===== config.mk =====
export PLATFORM = sky130hd
export DESIGN_NAME = ctx_tlb
export DESIGN_NICKNAME = d
export VERILOG_FILES = /design/src/rtl/ctx_tlb_pkg.sv /design/src/rtl/ctx_ctrl_regs.sv /design/src/rtl/ctx_tlb_victim.sv /design/src/rtl/ctx_tlb_array.sv /design/src/rtl/ctx_tlb.sv
export SDC_FILE = /design/constraint.sdc
export NUM_CORES = 1
export LEC_CHECK = 0
export BUFFER_PORTS_ARGS = -buffer_cell sky130_fd_sc_hd__buf_2
export CORE_MARGIN = 3
export CORE_UTILIZATION = 50
export CTS_BUF_LIST = sky130_fd_sc_hd__clkbuf_4 sky130_fd_sc_hd__clkbuf_8 sky130_fd_sc_hd__clkbuf_16
export DETAILED_ROUTE_END_ITERATION = 8
export GPL_ROUTABILITY_DRIVEN = 0
export PLACE_DENSITY_LB_ADDON = 0.1
export REMOVE_ABC_BUFFERS = 1
export SLEW_MARGIN = 20
export SYNTH_ARGS = -nofsm -noshare
export SYNTH_HDL_FRONTEND = slang
export SYNTH_SLANG_ARGS = --single-unit

===== constraint.sdc =====
create_clock -name clk -period 4.2 [get_ports clk]
set_input_delay 0.21 -clock clk [delete_from_list [all_inputs] [get_ports clk]]
set_output_delay 0.21 -clock clk [all_outputs]
set_load 0.05 [all_outputs]

===== src/rtl/ctx_tlb_pkg.sv =====
package ctx_tlb_pkg;

    localparam int unsigned XLEN        = 32;
    localparam int unsigned CTX_W       = 12;
    localparam int unsigned VPN_W       = 20;
    localparam int unsigned PPN_W       = 20;
    localparam int unsigned TLB_ENTRIES = 8;
    localparam int unsigned TAG_EN_BIT  = 17;
    localparam int unsigned IDX_W       = $clog2(TLB_ENTRIES);

    typedef logic [CTX_W-1:0] ctx_t;
    typedef logic [VPN_W-1:0] vpn_t;
    typedef logic [PPN_W-1:0] ppn_t;
    typedef logic [IDX_W-1:0] idx_t;
    typedef logic [XLEN-1:0]  xword_t;

    typedef enum logic {
        SEL_BASE = 1'b0,
        SEL_MODE = 1'b1
    } reg_sel_e;

    typedef struct packed {
        logic valid;
        ctx_t ctx;
        vpn_t vpn;
        ppn_t ppn;
    } tlb_entry_t;

    // Active tag: base-register low field when tagging is on, zero otherwise
    function automatic ctx_t derive_ctx(xword_t base, xword_t mode);
        return mode[TAG_EN_BIT] ? base[CTX_W-1:0] : '0;
    endfunction

endpackage


===== src/rtl/ctx_ctrl_regs.sv =====
module ctx_ctrl_regs
    import ctx_tlb_pkg::*;
(
    input  logic         clk,
    input  logic         rst,
    input  logic [1:0]   priv_lvl,
    input  logic         wr_en,
    input  logic         wr_sel,
    input  logic [XLEN-1:0] wr_data,
    output ctx_t         cur_ctx,
    output logic         tag_en,
    output logic         flush_all
);

    xword_t   base_q;
    xword_t   mode_q;
    logic     wr_ok;
    logic     base_wr;
    logic     mode_wr;
    reg_sel_e sel;

    assign sel     = reg_sel_e'(wr_sel);
    assign wr_ok   = wr_en && (priv_lvl == 2'd0);
    assign base_wr = wr_ok && (sel == SEL_BASE);
    assign mode_wr = wr_ok && (sel == SEL_MODE);

    always_ff @(posedge clk) begin
        if (rst) begin
            base_q <= '0;
            mode_q <= '0;
        end else begin
            if (base_wr) base_q <= wr_data;
            if (mode_wr) mode_q <= wr_data;
        end
    end

    assign tag_en    = mode_q[TAG_EN_BIT];
    assign cur_ctx   = derive_ctx(base_q, mode_q);
    // Untagged operation: a base reload must drop every cached translation
    assign flush_all = base_wr && !tag_en;

    logic shadow_unused;
    assign shadow_unused = ^{base_q[XLEN-1:CTX_W], mode_q[XLEN-1:TAG_EN_BIT+1],
                             mode_q[TAG_EN_BIT-1:0]};

    AST_LOW_PRIV_IGNORED: assert property (@(posedge clk) disable iff (rst)
        (wr_en && priv_lvl != 2'd0) |=> ($stable(base_q) && $stable(mode_q)));

    AST_CTX_ZERO_WHEN_OFF: assert property (@(posedge clk) disable iff (rst)
        (mode_wr && !wr_data[TAG_EN_BIT]) |=> (cur_ctx == '0));

    AST_CTX_FROM_BASE: assert property (@(posedge clk) disable iff (rst)
        (mode_wr && wr_data[TAG_EN_BIT] && !base_wr)
            |=> (cur_ctx == $past(base_q[CTX_W-1:0])));

endmodule


===== src/rtl/ctx_tlb_victim.sv =====
module ctx_tlb_victim
    import ctx_tlb_pkg::*;
#(
    parameter int unsigned N = TLB_ENTRIES
) (
    input  logic         clk,
    input  logic         rst,
    input  logic [N-1:0] valid_vec,
    input  logic [N-1:0] dup_vec,
    input  logic         fill_go,
    output idx_t         wr_idx
);

    idx_t rr_ptr;
    idx_t free_idx;
    idx_t dup_idx;
    logic have_free;
    logic have_dup;
    logic use_rr;

    always_comb begin
        have_free = 1'b0;
        free_idx  = '0;
        have_dup  = 1'b0;
        dup_idx   = '0;
        for (int i = N - 1; i >= 0; i--) begin
            if (!valid_vec[i]) begin
                have_free = 1'b1;
                free_idx  = idx_t'(i);
            end
            if (dup_vec[i]) begin
                have_dup = 1'b1;
                dup_idx  = idx_t'(i);
            end
        end
    end

    assign use_rr = !have_dup && !have_free;
    assign wr_idx = have_dup ? dup_idx : (have_free ? free_idx : rr_ptr);

    always_ff @(posedge clk) begin
        if (rst) begin
            rr_ptr <= '0;
        end else if (fill_go && use_rr) begin
            rr_ptr <= (rr_ptr == idx_t'(N - 1)) ? '0 : rr_ptr + 1'b1;
        end
    end

    AST_DUP_SINGLE: assert property (@(posedge clk) disable iff (rst)
        $onehot0(dup_vec));

    AST_RR_STEPS: assert property (@(posedge clk) disable iff (rst)
        (fill_go && use_rr) |=> (rr_ptr != $past(rr_ptr)));

    AST_RR_HOLDS: assert property (@(posedge clk) disable iff (rst)
        (fill_go && !use_rr) |=> $stable(rr_ptr));

endmodule


===== src/rtl/ctx_tlb_array.sv =====
module ctx_tlb_array
    import ctx_tlb_pkg::*;
#(
    parameter int unsigned N = TLB_ENTRIES
) (
    input  logic clk,
    input  logic rst,
    input  ctx_t cur_ctx,
    input  vpn_t lkp_vpn,
    output logic lkp_hit,
    output ppn_t lkp_ppn,
    input  logic fill_en,
    input  vpn_t fill_vpn,
    input  ppn_t fill_ppn,
    input  logic flush_all
);

    logic [N-1:0]            valid_vec;
    logic [N-1:0]            lkp_match;
    logic [N-1:0]            dup_vec;
    logic [N-1:0][PPN_W-1:0] ppn_vec;
    logic                    fill_go;
    idx_t                    wr_idx;

    // A flush in the same cycle wins over a refill
    assign fill_go = fill_en && !flush_all;

    for (genvar g = 0; g < N; g++) begin : g_ent
        tlb_entry_t ent_q;

        assign valid_vec[g] = ent_q.valid;
        assign lkp_match[g] = ent_q.valid && (ent_q.ctx == cur_ctx) && (ent_q.vpn == lkp_vpn);
        assign dup_vec[g]   = ent_q.valid && (ent_q.ctx == cur_ctx) && (ent_q.vpn == fill_vpn);
        assign ppn_vec[g]   = lkp_match[g] ? ent_q.ppn : '0;

        always_ff @(posedge clk) begin
            if (rst) begin
                ent_q <= '0;
            end else if (flush_all) begin
                ent_q.valid <= 1'b0;
            end else if (fill_go && (wr_idx == idx_t'(g))) begin
                ent_q <= '{valid: 1'b1, ctx: cur_ctx, vpn: fill_vpn, ppn: fill_ppn};
            end
        end
    end

    always_comb begin
        lkp_ppn = '0;
        for (int i = 0; i < N; i++) begin
            lkp_ppn = lkp_ppn | ppn_vec[i];
        end
    end
    assign lkp_hit = |lkp_match;

    ctx_tlb_victim #(.N(N)) i_victim (
        .clk       (clk),
        .rst       (rst),
        .valid_vec (valid_vec),
        .dup_vec   (dup_vec),
        .fill_go   (fill_go),
        .wr_idx    (wr_idx)
    );

    AST_LOOKUP_SINGLE: assert property (@(posedge clk) disable iff (rst)
        $onehot0(lkp_match));

    AST_FLUSH_EMPTIES: assert property (@(posedge clk) disable iff (rst)
        flush_all |=> (valid_vec == '0));

    AST_FILL_LANDS: assert property (@(posedge clk) disable iff (rst)
        fill_go |=> valid_vec[$past(wr_idx)]);

    AST_ENTRIES_KEPT: assert property (@(posedge clk) disable iff (rst)
        (!fill_go && !flush_all) |=> (valid_vec == $past(valid_vec)));

endmodule


===== src/rtl/ctx_tlb.sv =====
module ctx_tlb
    import ctx_tlb_pkg::*;
(
    input  logic             clk,
    input  logic             rst,
    input  logic [1:0]       priv_lvl,
    input  logic             reg_wr_en,
    input  logic             reg_wr_sel,
    input  logic [XLEN-1:0]  reg_wr_data,
    input  logic [VPN_W-1:0] lkp_vpn,
    output logic             lkp_hit,
    output logic [PPN_W-1:0] lkp_ppn,
    input  logic             fill_en,
    input  logic [VPN_W-1:0] fill_vpn,
    input  logic [PPN_W-1:0] fill_ppn,
    output logic [CTX_W-1:0] cur_ctx,
    output logic             tag_en
);

    logic flush_all;

    ctx_ctrl_regs i_regs (
        .clk       (clk),
        .rst       (rst),
        .priv_lvl  (priv_lvl),
        .wr_en     (reg_wr_en),
        .wr_sel    (reg_wr_sel),
        .wr_data   (reg_wr_data),
        .cur_ctx   (cur_ctx),
        .tag_en    (tag_en),
        .flush_all (flush_all)
    );

    ctx_tlb_array #(.N(TLB_ENTRIES)) i_array (
        .clk       (clk),
        .rst       (rst),
        .cur_ctx   (cur_ctx),
        .lkp_vpn   (lkp_vpn),
        .lkp_hit   (lkp_hit),
        .lkp_ppn   (lkp_ppn),
        .fill_en   (fill_en),
        .fill_vpn  (fill_vpn),
        .fill_ppn  (fill_ppn),
        .flush_all (flush_all)
    );

    AST_MISS_ZERO_PPN: assert property (@(posedge clk) disable iff (rst)
        !lkp_hit |-> (lkp_ppn == '0));

endmodule


# Word level (Yosys, flattened, before mapping)
# Index checks and enable logic that the tools add are counted.
[classes]
eq_ne = 32
bitwise_logic = 9
n_reduce_logical = 55
n_addsub = 1
muxes = 44
[op_table]
columns = ["cell", "n"]
rows = [
  ["$eq 20x20->1", 16],
  ["$mux 20", 8],
  ["$or 20x20->20", 7],
  ["$eq 12x12->1", 8],
  ["$mux 3", 19],
  ["$logic_and 1x1->1", 39],
  ["$mux 1", 16],
  ["$reduce_and 2->1", 8],
  ["$eq 3x3->1 const B", 5],
  ["$mux 12", 1],
  ["$reduce_or 8->1", 1],
  ["$eq 3x2->1 const B", 2],
  ["$logic_not 1->1", 4],
  ["$add 3x1->3 const B", 1],
  ["$eq 3x1->1 const B", 1],
  ["$logic_not 3->1", 1],
  ["$logic_not 2->1", 1],
  ["$not 1->1", 2],
  ["$reduce_or 2->1", 1],
]
[word_totals]
input_bits = 99
elab_cells = 176
regBits = 457

# Logic depth before layout (Yosys ltp)
[logic_depth]
word_depth = 16
mapped_depth = 16
ltp_nobuf = 10

# Cells and area by module
# From an unflattened synthesis, not the netlist that was laid out.
[hier_totals]
cells_unflattened = 2967
hier_area_um2 = 22406.5
[modules_own_cells]
columns = ["module", "instances", "cells_per_inst", "area_per_inst_um2"]
rows = [
  ["ctx_tlb_array", 1, 2851, 21358.0],
  ["ctx_ctrl_regs", 1, 71, 693.2],
  ["ctx_tlb_victim", 1, 45, 355.3],
]

# Worst setup path before layout
# OpenSTA, ideal clock, no wires.
[synth_path]
path_type = "reg2reg"
startpoint = "register i_regs.mode_q[17]"
endpoint = "register i_array.g_ent[6].ent_q[13] in the netlist's numbering"
arrival_ps = 3560
path_stages_with_launch = 16
setup_ps = 131
period_less_slack_ps = 3691
slack_ps = 509
cell_sequence = "dfxtp_1 buf_6 buf_6 and2_1 clkbuf_1 o22ai_1 a211oi_1 nand3_1 nor3_1 a221oi_2 o31ai_4 nand4_2 buf_6 buf_6 nand3b_1 o21ai_0"
[synth_between]
elab_chain_len = 16
[synth_rtl]
columns = ["element", "line_no", "text"]
rows = [
  ["start: declaration", "ctx_ctrl_regs.sv:16", "xword_t mode_q;"],
  ["start signal: assignment", "ctx_ctrl_regs.sv:33", "if (mode_wr) mode_q <= wr_data;"],
  ["$mux 12 *", "ctx_tlb_pkg.sv:31", "return mode[TAG_EN_BIT] ? base[CTX_W-1:0] : '0;"],
  ["via cur_ctx[4]", "ctx_tlb.sv:16", "output logic [CTX_W-1:0] cur_ctx,"],
  ["$eq 12x12->1", "ctx_tlb_array.sv:33", "assign dup_vec[g] = ent_q.valid && (ent_q.ctx == cur_ctx) && (ent_q.vpn == fill_vpn);"],
  ["$logic_and 1x1->1 (2 in a row)", "ctx_tlb_array.sv:33", ""],
  ["$mux 3 / $mux 1 (equally long branches) (8 in a row)", "ctx_tlb_victim.sv:31", "if (dup_vec[i]) begin"],
  ["$mux 3 *", "ctx_tlb_victim.sv:39", "assign wr_idx = have_dup ? dup_idx : (have_free ? free_idx : rr_ptr);"],
  ["$eq 3x3->1 *", "ctx_tlb_array.sv:41", "end else if (fill_go && (wr_idx == idx_t'(g))) begin"],
  ["$logic_and 1x1->1 *", "ctx_tlb_array.sv:41", ""],
  ["$reduce_and 2->1 (no source line) *", "--", ""],
  ["end signal: assignment", "ctx_tlb_array.sv:42", "ent_q <= '{valid: 1'b1, ctx: cur_ctx, vpn: fill_vpn, ppn: fill_ppn};"],
  ["end: declaration", "ctx_tlb_array.sv:29", "tlb_entry_t ent_q;"],
]
# The timed path passes the listed nets; every way through them passes the cells marked *.
# A chain may end at the register's enable or synchronous reset.

# Worst setup path after layout
[layout_path]
startpoint = "register i_regs.base_q[6]"
endpoint = "register i_array.g_ent[3].ent_q[36] in the netlist's numbering"
[layout_between]
elab_chain_len = 16
[layout_rtl]
columns = ["element", "line_no", "text"]
rows = [
  ["start: declaration", "ctx_ctrl_regs.sv:15", "xword_t base_q;"],
  ["start signal: assignment", "ctx_ctrl_regs.sv:32", "if (base_wr) base_q <= wr_data;"],
  ["$mux 12 *", "ctx_tlb_pkg.sv:31", ""],
  ["$eq 12x12->1", "ctx_tlb_array.sv:33", ""],
  ["$logic_and 1x1->1 (2 in a row)", "ctx_tlb_array.sv:33", ""],
  ["$mux 3 / $mux 1 (equally long branches) (8 in a row)", "ctx_tlb_victim.sv:31", ""],
  ["$mux 3 *", "ctx_tlb_victim.sv:39", ""],
  ["$eq 3x2->1 *", "ctx_tlb_array.sv:41", ""],
  ["$logic_and 1x1->1 *", "ctx_tlb_array.sv:41", ""],
  ["$reduce_and 2->1 (no source line) *", "--", ""],
  ["end signal: assignment", "ctx_tlb_array.sv:42", ""],
  ["end: declaration", "ctx_tlb_array.sv:29", ""],
]
# Every way passes the cells marked *; elsewhere a longest branch is shown, timed or not.

==> results.md <==
- R2R setup slack: 0.29 ns
- Peak VDD IR: between 0.3 and 0.4 mV
- Worst setup SP type: flip-flop
- Setup Buffers After CTS: 0
- Avg Cell Area, Syn: roughly 9 µm²
- CP Data Required Time: 4.68 ns
- CTS sink count: between 400 and 500
- Worst slew pin tran: a little over 1 ns
- Tcrit/Tclk final: 93.2%
- IO Port Bufs: about 110
- RR Startpoint: i_regs.base_q[6]
- Crit-path slowest cell: dfxtp_1
- Hold Vio Cnt, Final: 0
- Core area: between 0.04 and 0.05 mm²
- Detailed placer's ending HPWL: about 48 mm
- Post-synth top area cell: dfxtp_1
- Fin crit period: just under 4 ns
- I/O pins: roughly 130
- Library cells used by synthesis: 88
- DRT antenna net count: 0
- Main area contributors after synthesis: dfxtp_1 37%, mux2i_1 11%, xnor2_1 7.9%
- Drt wl/cell: around 23 µm
- Leakage Power: just under 10 nW
- Residual DRC: 0
- Die Width: roughly 220 µm
- Initial Util: about 51%
- TritonCTS Buffers: 49
- Worst Path Max Fanout: just over 40
- Hold path cells: 3
- Row Count: 78
- Fmax: 0.255 GHz
- Worst Path Buf+Inv: 1
- Largest delay share family, worst path: compound AO/OA/AOI/OAI gates
- Worst setup EP type: flip-flop
- GRT overflow: 0
- Later-pin clock latency in the skew report: around 0.6 ns
- Finished Layout Cells: ~3200
- Synth Cell Area: roughly 0.024 mm²
- Die H: about 220 µm
- Routed via count: about 20000
- R2R Path End: i_array.g_ent[3].ent_q[36]
- Global-route wire length before repair: 112 mm
- Clk_skew: roughly 0.022 ns
- Largest net degree at the start of global routing: 170
- Worst R2R Path Depth: 11
- Asr flop ratio synth: 0%
- Clock Path Buffers: 3
- H-tree levels: 2
- Worst setup path category: flip-flop to flip-flop
- Sequential area share after synthesis: between 30% and 40%
- Root Buffer: clkbuf_16
- Max Cap Violations: 0
- Placed cells: 3129
- Synth top area share: a little under two fifths
- Most common cell in the synthesized netlist: dfxtp_1
- Hold Path End: i_array.g_ent[7].ent_q[24]
- Post-synth EDFFs: 0
- Flops & latches, synth: 440
- Initial DRC Count: ~1900
- RSZ-0062 raised after global routing: false
- Drt first pass iters: 6
- Vias in the first global route: between 15000 and 20000
- Arrival time at the worst endpoint: 4.39 ns
- Total GRT Usage: around 29%
- Max stage delay on crit path: ~0.9 ns
- # nets final: approximately 2700
- Mapped Cells: 2547
- Class of the most critical hold timing path: primary input to flip-flop
- CTS tree: yes
- Top_reg_cell synth: dfxtp_1
- Max-slew headroom: ~33%
- Routed wire length: roughly 73 mm
- Setup TNS: 0 ns
- Power Density: between 300 and 400 mW/mm²
- Die area: 0.0498 mm²
- Min-Delay Startpoint: fill_vpn[4]
- Area Growth Syn to Fin: 12.3%
- Clk pin slew, worst setup/hold paths: roughly 0.060 ns
- Critical path cell sequence: xnor2_1 -> a31o_2 -> a22o_1 -> and4_1 -> a32oi_1 -> a21oi_1 -> or2_1 -> a211oi_4 -> buf_12 -> mux2i_1 -> nor2_1
- Synth cell count leaders: 440 x dfxtp_1, 263 x mux2i_1, 214 x xnor2_1
- Fraction of layout cells with a size suffix above 1: roughly an eighth
- Finish-stage setup viols: 0
- Status: completed
- Routed vias/inst: approximately 6.0
- Antenna violations before repair: 1
- YS warnings: 0
- Pins over their slew limit: 0
-- cell type report --
type | instances | area [µm²]
diodes | 1 | 2.50
clock buffers | 69 | 1450
clock inverters | 15 | 183
fillers | 4013 | 19500
inverters | 22 | 82.6
multi-input cells | 1871 | 13400
flip-flops and latches | 440 | 8810
well taps | 600 | 751
repair buffers | 231 | 1810
-- logic make-up (layout without fill, tap and decap cells) --
family	count (synthesis)	count (layout)	share of synthesized area, %
xor+xnor	353	353	13.1
other cells	0	1	0
flops	440	440	37.3
simple gates	900	900	22.2
mux	263	263	11.2
fa+ha+maj	2	2	0.106
buf+inv	236	337	6.22
compound gates	353	353	9.93
-- worst max path at each step --
| stage | startpoint | end | slack (ns) | depth (start not counted) |
|---|---|---|---|---|
| 2_1_floorplan | i_regs.mode_q[17] | i_array.g_ent[3].ent_q[0] | -3.54 | 9 |
| 3_3_place_gp | i_regs.base_q[11] | i_array.g_ent[3].ent_q[43] | 0.41 | 11 |
| 3_5_place_dp | i_regs.base_q[7] | i_array.g_ent[3].ent_q[43] | 0.30 | 11 |
| 4_1_cts | i_regs.base_q[3] | lkp_ppn[4] | 0.25 | 12 |
| 5_1_grt | i_regs.base_q[7] | i_array.g_ent[3].ent_q[21] | 0.08 | 11 |
| 6_report | i_regs.base_q[6] | i_array.g_ent[3].ent_q[36] | 0.29 | 11 |
-- repair_timing --
| action | CTS | global route |
|---|---|---|
| hold buffers | 35 | 0 |
| gates resized for setup | 0 | 0 |
| endpoints found under the hold margin | 80 | 0 |
-- worst reg2reg max path, cell delays in order, from the launching register on --
cell and delay, ns:
dfxtp_1 0.90, xnor2_1 0.18, a31o_2 0.28, a22o_1 0.30, and4_1 0.24, a32oi_1 0.32
a21oi_1 0.17, or2_1 0.35, a211oi_4 0.33, buf_12 0.33, mux2i_1 0.35, nor2_1 0.05
-- per-stage QoR --
step / setup WS [ns] / area (µm²) / hold slack [ns] / utilization, % / power [mW]
detailed placement: 0.303 / 24500 / 0.456 / 53.3 / 5.13
CTS: 0.250 / 26500 / 0.0533 / 57.6 / 9.50
floorplan: -3.54 / 22200 / 0.279 / - / 4.76
global route: 0.0789 / 26500 / 0.0976 / 57.6 / 9.72
global placement: 0.405 / 24500 / 0.450 / 53.3 / 5.12
finish: 0.286 / 26500 / 0.0878 / 57.7 / 9.44
-- sequential cells by signal (all words and copies together), names as in the netlist --
register	flops
i_regs.base_q	12
i_array.g_ent.ent_q	424
i_array.i_victim.rr_ptr	3
i_regs.mode_q	1
-- power by group --
| group | internal [mW] | total (mW) | switching, mW |
|---|---|---|---|
| Combinational | 0.331 | 0.796 | 0.465 |
| Clock | 2.58 | 4.35 | 1.78 |
| Sequential | 4.23 | 4.29 | 0.0590 |
-- cell usage in the layout, fill, tap and decap left out, types with 94 or more instances in the layout --
cell type and count:
dfxtp_1 439, mux2i_1 263, xnor2_1 214, nor2_1 202
nand2b_1 170, nand3b_1 164, xor2_1 139, o21ai_0 126
buf_2 112, nand4_1 94
-- layer usage --
layer / share of wire (%) / track usage, % / routed length, µm
met5: 0 / 0 / 0
met1: 45 / 39.6 / 32900
met2: 45 / 45.2 / 32900
met3: 7.1 / 4.86 / 5230
met4: 3.2 / 9.95 / 2330
Power figures use the tool's default switching activity.
